--- src/rtl/ubus_pkg.sv ---
package ubus_pkg;
  localparam int ILEN    = 32;
  localparam int REGF_W  = 5;
  localparam int RD_LSB  = 27;
  localparam int RS1_LSB = 22;
  localparam int RS2_LSB = 17;
  localparam int FN_LSB  = 7;
  localparam int OPC_W   = 7;
  localparam int IHI_LSB = 7;   // immediate generator sees IR[31:7]
  localparam int IHI_W   = ILEN - IHI_LSB;

  typedef enum logic [2:0] {
    RS_RS1 = 3'd0, RS_RS2 = 3'd1, RS_RD = 3'd2, RS_LINK = 3'd3, RS_PC = 3'd4
  } rsel_e;

  typedef enum logic [1:0] {
    IMM_I = 2'd0, IMM_S = 2'd1, IMM_J = 2'd2, IMM_B = 2'd3
  } imm_e;

  typedef enum logic [2:0] {
    ALU_PASS_A = 3'd0, ALU_ADD = 3'd1, ALU_SUB4 = 3'd2, ALU_ADD4 = 3'd3,
    ALU_FUNC   = 3'd4, ALU_PASS_B = 3'd5
  } alu_e;

  typedef enum logic [2:0] {
    FN_ADD = 3'd0, FN_SUB = 3'd1, FN_AND = 3'd2, FN_OR = 3'd3,
    FN_XOR = 3'd4, FN_SLT = 3'd5, FN_SLL = 3'd6, FN_SRL = 3'd7
  } fn_e;
endpackage

--- src/rtl/ubus_regfile.sv ---
module ubus_regfile #(
  parameter int DATA_W = 32,
  parameter int NGPR   = 32,
  localparam int DEPTH = NGPR + 1,
  localparam int AW    = $clog2(DEPTH)
) (
  input  logic              clk,
  input  logic              rst,
  input  logic [AW-1:0]     idx,
  input  logic              wr,
  input  logic [DATA_W-1:0] wdata,
  output logic [DATA_W-1:0] rdata
);
  // general registers plus the program counter in the last entry
  logic [DATA_W-1:0] regs [0:DEPTH-1];

  always_ff @(posedge clk) begin
    if (rst) begin
      for (int i = 0; i < DEPTH; i++) regs[i] <= '0;
    end else if (wr && idx != '0) begin
      regs[idx] <= wdata;
    end
  end

  assign rdata = (idx == '0) ? '0 : regs[idx];
endmodule

--- src/rtl/ubus_immgen.sv ---
module ubus_immgen import ubus_pkg::*; #(
  parameter int DATA_W = 32
) (
  input  logic [IHI_W-1:0]  ir_hi,   // IR[31:7]; bit k of IR is ir_hi[k-7]
  input  imm_e              sel,
  output logic [DATA_W-1:0] imm
);
  logic [11:0] split12;
  assign split12 = {ir_hi[24:20], ir_hi[9:3]};

  always_comb begin
    case (sel)
      IMM_I:   imm = DATA_W'($signed(ir_hi[14:3]));
      IMM_S:   imm = DATA_W'($signed(split12));
      IMM_J:   imm = DATA_W'($signed({ir_hi, 1'b0}));
      default: imm = DATA_W'($signed({split12, 1'b0}));
    endcase
  end
endmodule

--- src/rtl/ubus_alu.sv ---
module ubus_alu import ubus_pkg::*; #(
  parameter int DATA_W = 32,
  localparam int SHW   = $clog2(DATA_W)
) (
  input  alu_e              op,
  input  fn_e               fn,
  input  logic [DATA_W-1:0] a,
  input  logic [DATA_W-1:0] b,
  output logic [DATA_W-1:0] y
);
  logic [DATA_W-1:0] fres;

  always_comb begin
    case (fn)
      FN_ADD:  fres = a + b;
      FN_SUB:  fres = a - b;
      FN_AND:  fres = a & b;
      FN_OR:   fres = a | b;
      FN_XOR:  fres = a ^ b;
      FN_SLT:  fres = {{(DATA_W-1){1'b0}}, $signed(a) < $signed(b)};
      FN_SLL:  fres = a << b[SHW-1:0];
      default: fres = a >> b[SHW-1:0];
    endcase
  end

  always_comb begin
    case (op)
      ALU_PASS_A: y = a;
      ALU_ADD:    y = a + b;
      ALU_SUB4:   y = a - DATA_W'(4);
      ALU_ADD4:   y = a + DATA_W'(4);
      ALU_FUNC:   y = fres;
      ALU_PASS_B: y = b;
      default:    y = '0;
    endcase
  end
endmodule

--- src/rtl/ubus_datapath.sv ---
module ubus_datapath import ubus_pkg::*; #(
  parameter int DATA_W = 32,
  parameter int NGPR   = 32
) (
  input  logic              clk,
  input  logic              rst,
  input  logic              ld_ir,
  input  logic              ld_a,
  input  logic              ld_b,
  input  logic              ld_ma,
  input  logic [2:0]        reg_sel,
  input  logic              reg_wr,
  input  logic              reg_oe,
  input  logic [1:0]        imm_sel,
  input  logic              imm_oe,
  input  logic [2:0]        alu_op,
  input  logic              alu_oe,
  input  logic              mem_wr,
  input  logic              mem_oe,
  input  logic [DATA_W-1:0] mem_rdata,
  input  logic              mem_busy,
  output logic [DATA_W-1:0] mem_addr,
  output logic [DATA_W-1:0] mem_wdata,
  output logic              mem_we,
  output logic              mem_re,
  output logic              busy,
  output logic              zero,
  output logic [OPC_W-1:0]  opcode
);
  localparam int AW       = $clog2(NGPR + 1);
  localparam int PC_IDX   = NGPR;
  localparam int LINK_IDX = 1;

  logic [ILEN-1:0]   ir_q;
  logic [DATA_W-1:0] a_q, b_q, ma_q;
  logic [DATA_W-1:0] bus, imm, alu_y, rf_rd;
  logic [AW-1:0]     rf_idx;

  // register-file port selection
  always_comb begin
    case (rsel_e'(reg_sel))
      RS_RS1:  rf_idx = AW'(ir_q[RS1_LSB +: REGF_W]);
      RS_RS2:  rf_idx = AW'(ir_q[RS2_LSB +: REGF_W]);
      RS_RD:   rf_idx = AW'(ir_q[RD_LSB  +: REGF_W]);
      RS_LINK: rf_idx = AW'(LINK_IDX);
      RS_PC:   rf_idx = AW'(PC_IDX);
      default: rf_idx = '0;
    endcase
  end

  ubus_regfile #(.DATA_W(DATA_W), .NGPR(NGPR)) u_rf (
    .clk(clk), .rst(rst), .idx(rf_idx), .wr(reg_wr), .wdata(bus), .rdata(rf_rd)
  );

  ubus_immgen #(.DATA_W(DATA_W)) u_imm (
    .ir_hi(ir_q[ILEN-1:IHI_LSB]), .sel(imm_e'(imm_sel)), .imm(imm)
  );

  ubus_alu #(.DATA_W(DATA_W)) u_alu (
    .op(alu_e'(alu_op)), .fn(fn_e'(ir_q[FN_LSB +: 3])), .a(a_q), .b(b_q), .y(alu_y)
  );

  assign mem_re = mem_oe & ~mem_wr;
  assign mem_we = mem_oe & mem_wr;

  // shared bus: one driver expected per cycle
  always_comb begin
    bus = '0;
    if (imm_oe)      bus = imm;
    else if (alu_oe) bus = alu_y;
    else if (reg_oe) bus = rf_rd;
    else if (mem_re) bus = mem_rdata;
  end

  always_ff @(posedge clk) begin
    if (rst) begin
      ir_q <= '0;
      a_q  <= '0;
      b_q  <= '0;
      ma_q <= '0;
    end else begin
      if (ld_ir) ir_q <= bus[ILEN-1:0];
      if (ld_a)  a_q  <= bus;
      if (ld_b)  b_q  <= bus;
      if (ld_ma) ma_q <= bus;
    end
  end

  assign mem_addr  = ma_q;
  assign mem_wdata = bus;
  assign busy      = mem_busy;
  assign zero      = (a_q == b_q);
  assign opcode    = ir_q[OPC_W-1:0];
endmodule

--- config.mk ---
export PLATFORM = sky130hd
export DESIGN_NAME = ubus_datapath
export DESIGN_NICKNAME = d
export VERILOG_FILES = /design/src/rtl/ubus_pkg.sv /design/src/rtl/ubus_regfile.sv /design/src/rtl/ubus_immgen.sv /design/src/rtl/ubus_alu.sv /design/src/rtl/ubus_datapath.sv
export SDC_FILE = /design/constraint.sdc
export NUM_CORES = 2
export LEC_CHECK = 0
export BUFFER_PORTS_ARGS = -buffer_cell sky130_fd_sc_hd__buf_2
export CAP_MARGIN = 5
export CORE_MARGIN = 2
export CORE_UTILIZATION = 40
export CTS_CLUSTER_DIAMETER = 80
export DETAILED_ROUTE_END_ITERATION = 10
export PLACE_DENSITY = 0.51
export SETUP_SLACK_MARGIN = 0.02
export SYNTH_ARGS = -nofsm -noshare
export SYNTH_HDL_FRONTEND = slang
export SYNTH_SLANG_ARGS = --single-unit
--- constraint.sdc ---
create_clock -name clk -period 12.95 [get_ports clk]
set_input_delay 0 -clock clk [delete_from_list [all_inputs] [get_ports clk]]
set_output_delay 0 -clock clk [all_outputs]
set_load 0.02 [all_outputs]
---- Word level (Yosys, flattened, before mapping) ----
Memory sizes are Yosys's and may differ from the RTL's.
Index checks and enable logic that the tools add are counted.
operators by class
  equality and inequality tests ........... 18
  bitwise logic cells ..................... 6
  shift operators ......................... 2
  reduce and logical (&&, ||, !) cells .... 8
  add/sub/neg operators ................... 4
  mux-type cells .......................... 17
  magnitude comparators ................... 1
operators with widths
  cell                                                 count
  case mux 32 bit (7 select lines)                     1
  2-to-1 mux 32 bit                                    6
  case mux 32 bit (6 select lines)                     1
  case mux 32 bit (3 select lines)                     1
  adder 32 x 3 -> 32 bit (second input constant)       1
  adder 32 bit                                         1
  bitwise AND 32 bit                                   1
  == test 32 bit                                       1
  less-than comparator 32 bit                          1
  OR 32 bit                                            1
  OR reduction 32 bit                                  1
  left shift 32 x 5 -> 32 bit                          1
  >> shifter 32 x 5 -> 32 bit                          1
  subtractor 32 x 3 -> 32 bit (second input constant)  1
  subtractor 32 bit                                    1
  XOR 32 bit                                           1
  case mux 6 bit (5 select lines)                      1
  == test 3 x 2 -> 1 bit (second input constant)       6
  == test 3 bit (second input constant)                6
  == test 3 x 1 -> 1 bit (second input constant)       3
  logical NOT 3 bit                                    3
  logical NOT 6 bit                                    1
  2-to-1 mux 1 bit                                     6
  2-to-1 mux 6 bit                                     1
  other kinds (7)                                      8
word-level totals
  memories ................................ 1
  input port bits ......................... 53
  RAM bits ................................ 1,056
  logic and storage cells ................. 61
  register bits after elaboration ......... 128
memory list
  memory     depth  bits a word  rd ports  clocked after Yosys merged registers in  write ports  line                RTL
  u_rf.regs  33     32           1         0                                        33           ubus_regfile.sv:15  logic [DATA_W-1:0] regs [0:DEPTH-1];

---- Depth between registers and ports, before layout ----
  word-level depth ........................ 9
  gate-level depth with buffers ........... 20

---- Modules after synthesis ----
A second synthesis with hierarchy kept.
unflattened totals
  cell total of the unflattened synthesis .. 7,911
  area, all modules ....................... 104,019.8 µm²
by module, submodules not included
  module         times used  area each (µm²)  cells an instance
  ubus_regfile   1           85,151.7         5,571
  ubus_alu       1           10,928.0         1,594
  ubus_datapath  1           7,439.6          677
  ubus_immgen    1           500.5            69

---- Least setup slack after synthesis ----
Ideal clock, no wire load.
  path type ............................... flip-flop to flip-flop
  start point ............................. register b_q[3]
  end point ............................... memory u_rf.regs[34][31] (data pin)
  path buffers ............................ 7
  stages on the path, launching flop included .. 20
  period minus slack after synthesis ...... 4.891 ns
  slack ................................... 8.059 ns
  arrival time ............................ 4.586 ns
  path through ............................ dfxtp_1 > buf_2 > clkinv_1 > buf_2 > buf_1 > clkbuf_1 > buf_2 > ha_1 > clkbuf_1 > o21ai_0 > o21ai_1 > a21boi_0 > nor4b_1 > nor3_1 > o21ai_0 > xor2_1 > a2111o_1 > o21ai_2 > buf_2 > nand2_1
RTL lines
  what                    line                 RTL
  from (decl)             ubus_datapath.sv:35  logic [DATA_W-1:0] a_q, b_q, ma_q;
  from (signal assigned)  ubus_datapath.sv:84  if (ld_b) b_q <= bus;
  to (decl)               ubus_regfile.sv:15

---- Final worst setup path ----
  start point ............................. register ir_q[18]
  end point ............................... output port mem_wdata[28]
between the ends
  word-level cells in the longest chain between the ends .. 6
RTL lines
  what                                                       line                 RTL
  from (decl)                                                ubus_datapath.sv:34  logic [ILEN-1:0] ir_q;
  from (signal assigned)                                     ubus_datapath.sv:82  if (ld_ir) ir_q <= bus[ILEN-1:0];
  case mux 6 bit (5 select lines) (*)                        ubus_datapath.sv:41  case (rsel_e'(reg_sel))
  memory (33 x 32 bit) or logical NOT 6 bit (tied branches)  -
  2-to-1 mux 32 bit (*)                                      ubus_regfile.sv:25   assign rdata = (idx == '0) ? '0 : regs[idx];
  2-to-1 mux 32 bit (*)                                      ubus_datapath.sv:71  else if (reg_oe) bus = rf_rd;
  2-to-1 mux 32 bit (*)                                      ubus_datapath.sv:70  else if (alu_oe) bus = alu_y;
  2-to-1 mux 32 bit (*)                                      ubus_datapath.sv:69  if (imm_oe) bus = imm;
  to (decl)                                                  ubus_datapath.sv:23  output logic [DATA_W-1:0] mem_wdata,
Mark *: on every way between the ends. The rest lies on a longest branch, timed or not.

==> impl_metrics.json <==
{
  "routedWlPerCell_microns": 37.2,
  "grt_max_degree": 70,
  "die_height_microns": 422,
  "placeableCoreArea_sq_mm": 0.174,
  "finalWirelength_microns": 339000,
  "max-cap-violations": 0,
  "routed_via_density": 6.51,
  "report.final.hold_viol_count": 0,
  "grt_pass1_wl_microns": 463000,
  "finish_stage_setup_viols": 0,
  "track_usage_pct": 37.1,
  "post_cts_resized": 0,
  "cts_buffer_depth": 3,
  "drtPass1Iterations": 8,
  "antenna_found_initial": 23,
  "tritoncts.num_buffers": 156,
  "min_delay_path_depth": 0,
  "finalNetCount": 6859,
  "synthDistinctLibCells": 112,
  "drt-initial-drc-count": 9005,
  "max_clock_freq_mhz": 135,
  "syn_inst": 6564,
  "final_period_minus_worst_setup_slack_ps": 7390,
  "critPathKind": "flip-flop to primary output",
  "yosysWarningCount": 0,
  "clk_root_buffer_cell": "clkbuf_16",
  "mappedNetlistArea_sq_mm": 0.0700,
  "r2r-start": "ir_q[18]",
  "num-fill-cells": 16500,
  "worstSetupEndpointType": "primary output",
  "drc": 0,
  "port_buffers": 125,
  "synth.ff_latch_count": 1345,
  "dpl-instance-area_sq_mm": 0.0734,
  "hp-class": "input pin to primary output",
  "hold_path_end": "busy",
  "power_leakage_nw": 28.3,
  "synthArstFlopShare_pct": 0,
  "tritoncts": "done",
  "numClockSinks": 1345,
  "report.final.slew_viol_count": 0,
  "die_area_sq_mm": 0.178,
  "ff_latch_area_sq_mm": 0.0391,
  "ys.flop_type": "edfxtp_1",
  "multiInputGateArea_sq_mm": 0.0283,
  "area_growth_pct": 12.0,
  "timing.critical_path.fanout_max": 50,
  "reg2reg_setup_slack_ps": 6250,
  "vias": 59400,
  "crit_arrival_ps": 7390,
  "clock_skew_ps": 90.5,
  "grt_remaining_overflow": 0,
  "finish.instance_area_sq_mm": 0.0785,
  "ff2ff_path_depth": 13,
  "drive_above_1_share_pct": 13.3,
  "maximum_vdd_drop_mv": 0.142,
  "transition_time_at_the_pin_with_the_least_slew_margin_ps": 1350,
  "hold_path.startpoint": "mem_busy",
  "worst_setup_path_start_kind": "flip-flop",
  "placementRows": 153,
  "first_global_vias": 55700,
  "detailedPlacementHpwl_microns": 214000,
  "die_x_microns": 422,
  "tns_ps": 0,
  "outcome": "completed",
  "slew_headroom_pct": 9.23,
  "io_pins": 128,
  "power.density_mw_per_mm2": 145,
  "synth.yosys.seq_area_share_pct": 55.8,
  "initial_core_util_pct": 40.3,
  "r2r-end": "u_rf.regs[12][28]",
  "gp_congestion": 1.01,
  "number_of_enable_type_register_cells_in_the_synthesized_netlist": 1217,
  "rsz0062_at_grt": "false",
  "postSynthAreaPerCell_sq_um": 10.7,
  "clkLatencyLatePin_ps": 830,
  "required_ps": 12950,
  "register_clock_pin_slew_on_the_reported_worst_setup_and_hold_paths_ps": 60,
  "detail-route-antenna-nets": 0,
  "final.period_utilization_pct": 57.1,
  "h-tree-depth": 4
}
[cell families after synthesis]
group                      count (synthesis)  synth area share (%)
and+or+nand+nor                         2366                  14.5
buffers and inverters                    788                  5.41
xor gates and xnor gates                  46                 0.575
muxes                                    247                  5.07
other                                      1               0.00535
DFF                                     1345                  55.8
adders and majority gates                145                  2.62
AOI/OAI and AO/OA                       1626                  15.9
[flip-flops by register name, summed over array words and instances (netlist names)]
register,cells
b_q,32
mem_addr,32
u_rf.regs,1217
ir_q,32
a_q,32
[synthesized netlist by cell type (35+ instances only)]
cell / n / area, sq um
o22ai_1: 294 / 1840
nand3_1: 132 / 661
mux4_2: 77 / 1730
a21o_1: 41 / 308
a22oi_1: 50 / 375
dfxtp_1: 128 / 2560
o21ai_0: 187 / 936
o221ai_1: 98 / 858
o211ai_1: 61 / 458
buf_2: 196 / 981
mux2i_1: 82 / 821
a311oi_1: 44 / 385
clkbuf_1: 275 / 1030
a21oi_1: 340 / 1700
inv_1: 150 / 563
nor2_1: 1283 / 4820
a221oi_1: 36 / 315
nand2b_1: 95 / 594
a31oi_1: 62 / 388
buf_4: 59 / 443
nor3_1: 100 / 500
ha_1: 142 / 1780
buf_6: 45 / 507
buf_1: 49 / 184
xnor2_1: 35 / 307
edfxtp_1: 1217 / 36500
a211oi_1: 107 / 803
nand2_1: 518 / 1940
mux2_2: 82 / 923
[worst max-delay path by stage]
stage / start / endpoint / cells after the start
global route: ir_q[18] / mem_wdata[28] / 13
detailed placement: reg_sel[2] / u_rf.regs[12][28] / 14
finish: ir_q[18] / mem_wdata[28] / 13
floorplan: b_q[3] / u_rf.regs[34][31] / 19
global placement: reg_sel[2] / u_rf.regs[29][28] / 14
CTS: ir_q[18] / mem_wdata[28] / 13
[where the power goes]
| part | switching, mW | total, mW | leakage, nW | internal, mW |
|---|---|---|---|---|
| Sequential | 0.0982 | 5.04 | 13.5 | 4.94 |
| Combinational | 1.47 | 1.97 | 12.3 | 0.506 |
| Clock | 1.91 | 4.37 | 2.39 | 2.45 |
[stage by stage]
stage	power [mW]	std cells	hold WS, ps	worst slack, ps	utilization, %
global route	11.6	9115	0.129	5600	45.1
CTS	11.3	9112	0.137	5870	45.1
detailed placement	7.03	8815	0.137	6460	42.2
floorplan	6.20	6756	89.8	8060	-
global placement	7.03	8814	0.137	6500	42.2
finish	11.4	9120	0.0437	5560	45.1
[cell usage in the layout, fill, tap and decap left out, types with 35 or more instances in the layout]
cell	instances
a21oi_1	337
nor3_1	97
nand2b_1	63
a31oi_1	62
mux2i_1	82
a22oi_1	50
a21o_1	40
o22ai_1	294
clkbuf_1	45
o211ai_1	61
a311oi_1	44
clkbuf_16	158
a211oi_1	106
conb_1	193
nand3_1	131
edfxtp_1	1217
nand2_1	508
dfxtp_1	124
o21ai_0	185
mux4_2	77
nor2_1	1277
clkinv_1	39
o221ai_1	98
buf_2	125
a221oi_1	36
mux2_2	82
inv_1	150
xnor2_1	35
buf_4	230
ha_1	142
[timing repair]
item / in CTS / in global routing
setup buffers: 0 / 0
hold endpoints to repair: 132 / 0
hold buffers: 12 / 0
[per-layer routing]
metal / vias to the layer above / GRT usage, % / wire [microns]
met3: 932 / 7.51 / 34800
met2: 4174 / 58.3 / 154000
met4: 18 / 21.5 / 23900
met1: 29900 / 47.5 / 127000
met5: - / 0 / 115
li1: 24400 / - / -
[cell type report]
cell class              count  share of cell area (%)
flip-flops and latches   1345                    49.9
diodes                      7                  0.0223
clock buffers             204                    5.27
clock inverters            81                    1.03
well taps                2325                    3.71
repair buffers            373                    3.30
inverters                 162                   0.775
multi-input cells        4623                    36.0
[worst max-delay path, stage by stage, from the launching register on]
cell	delay, ps
dfxtp_1	400
and4bb_1	690
a21o_4	490
buf_4	580
buf_4	700
nand2_1	120
a311oi_1	350
a311oi_1	210
nor4b_1	940
o221ai_1	650
o311ai_1	460
o21ai_4	510
inv_2	160
buf_2	180
(Power assumes the default switching activity.)
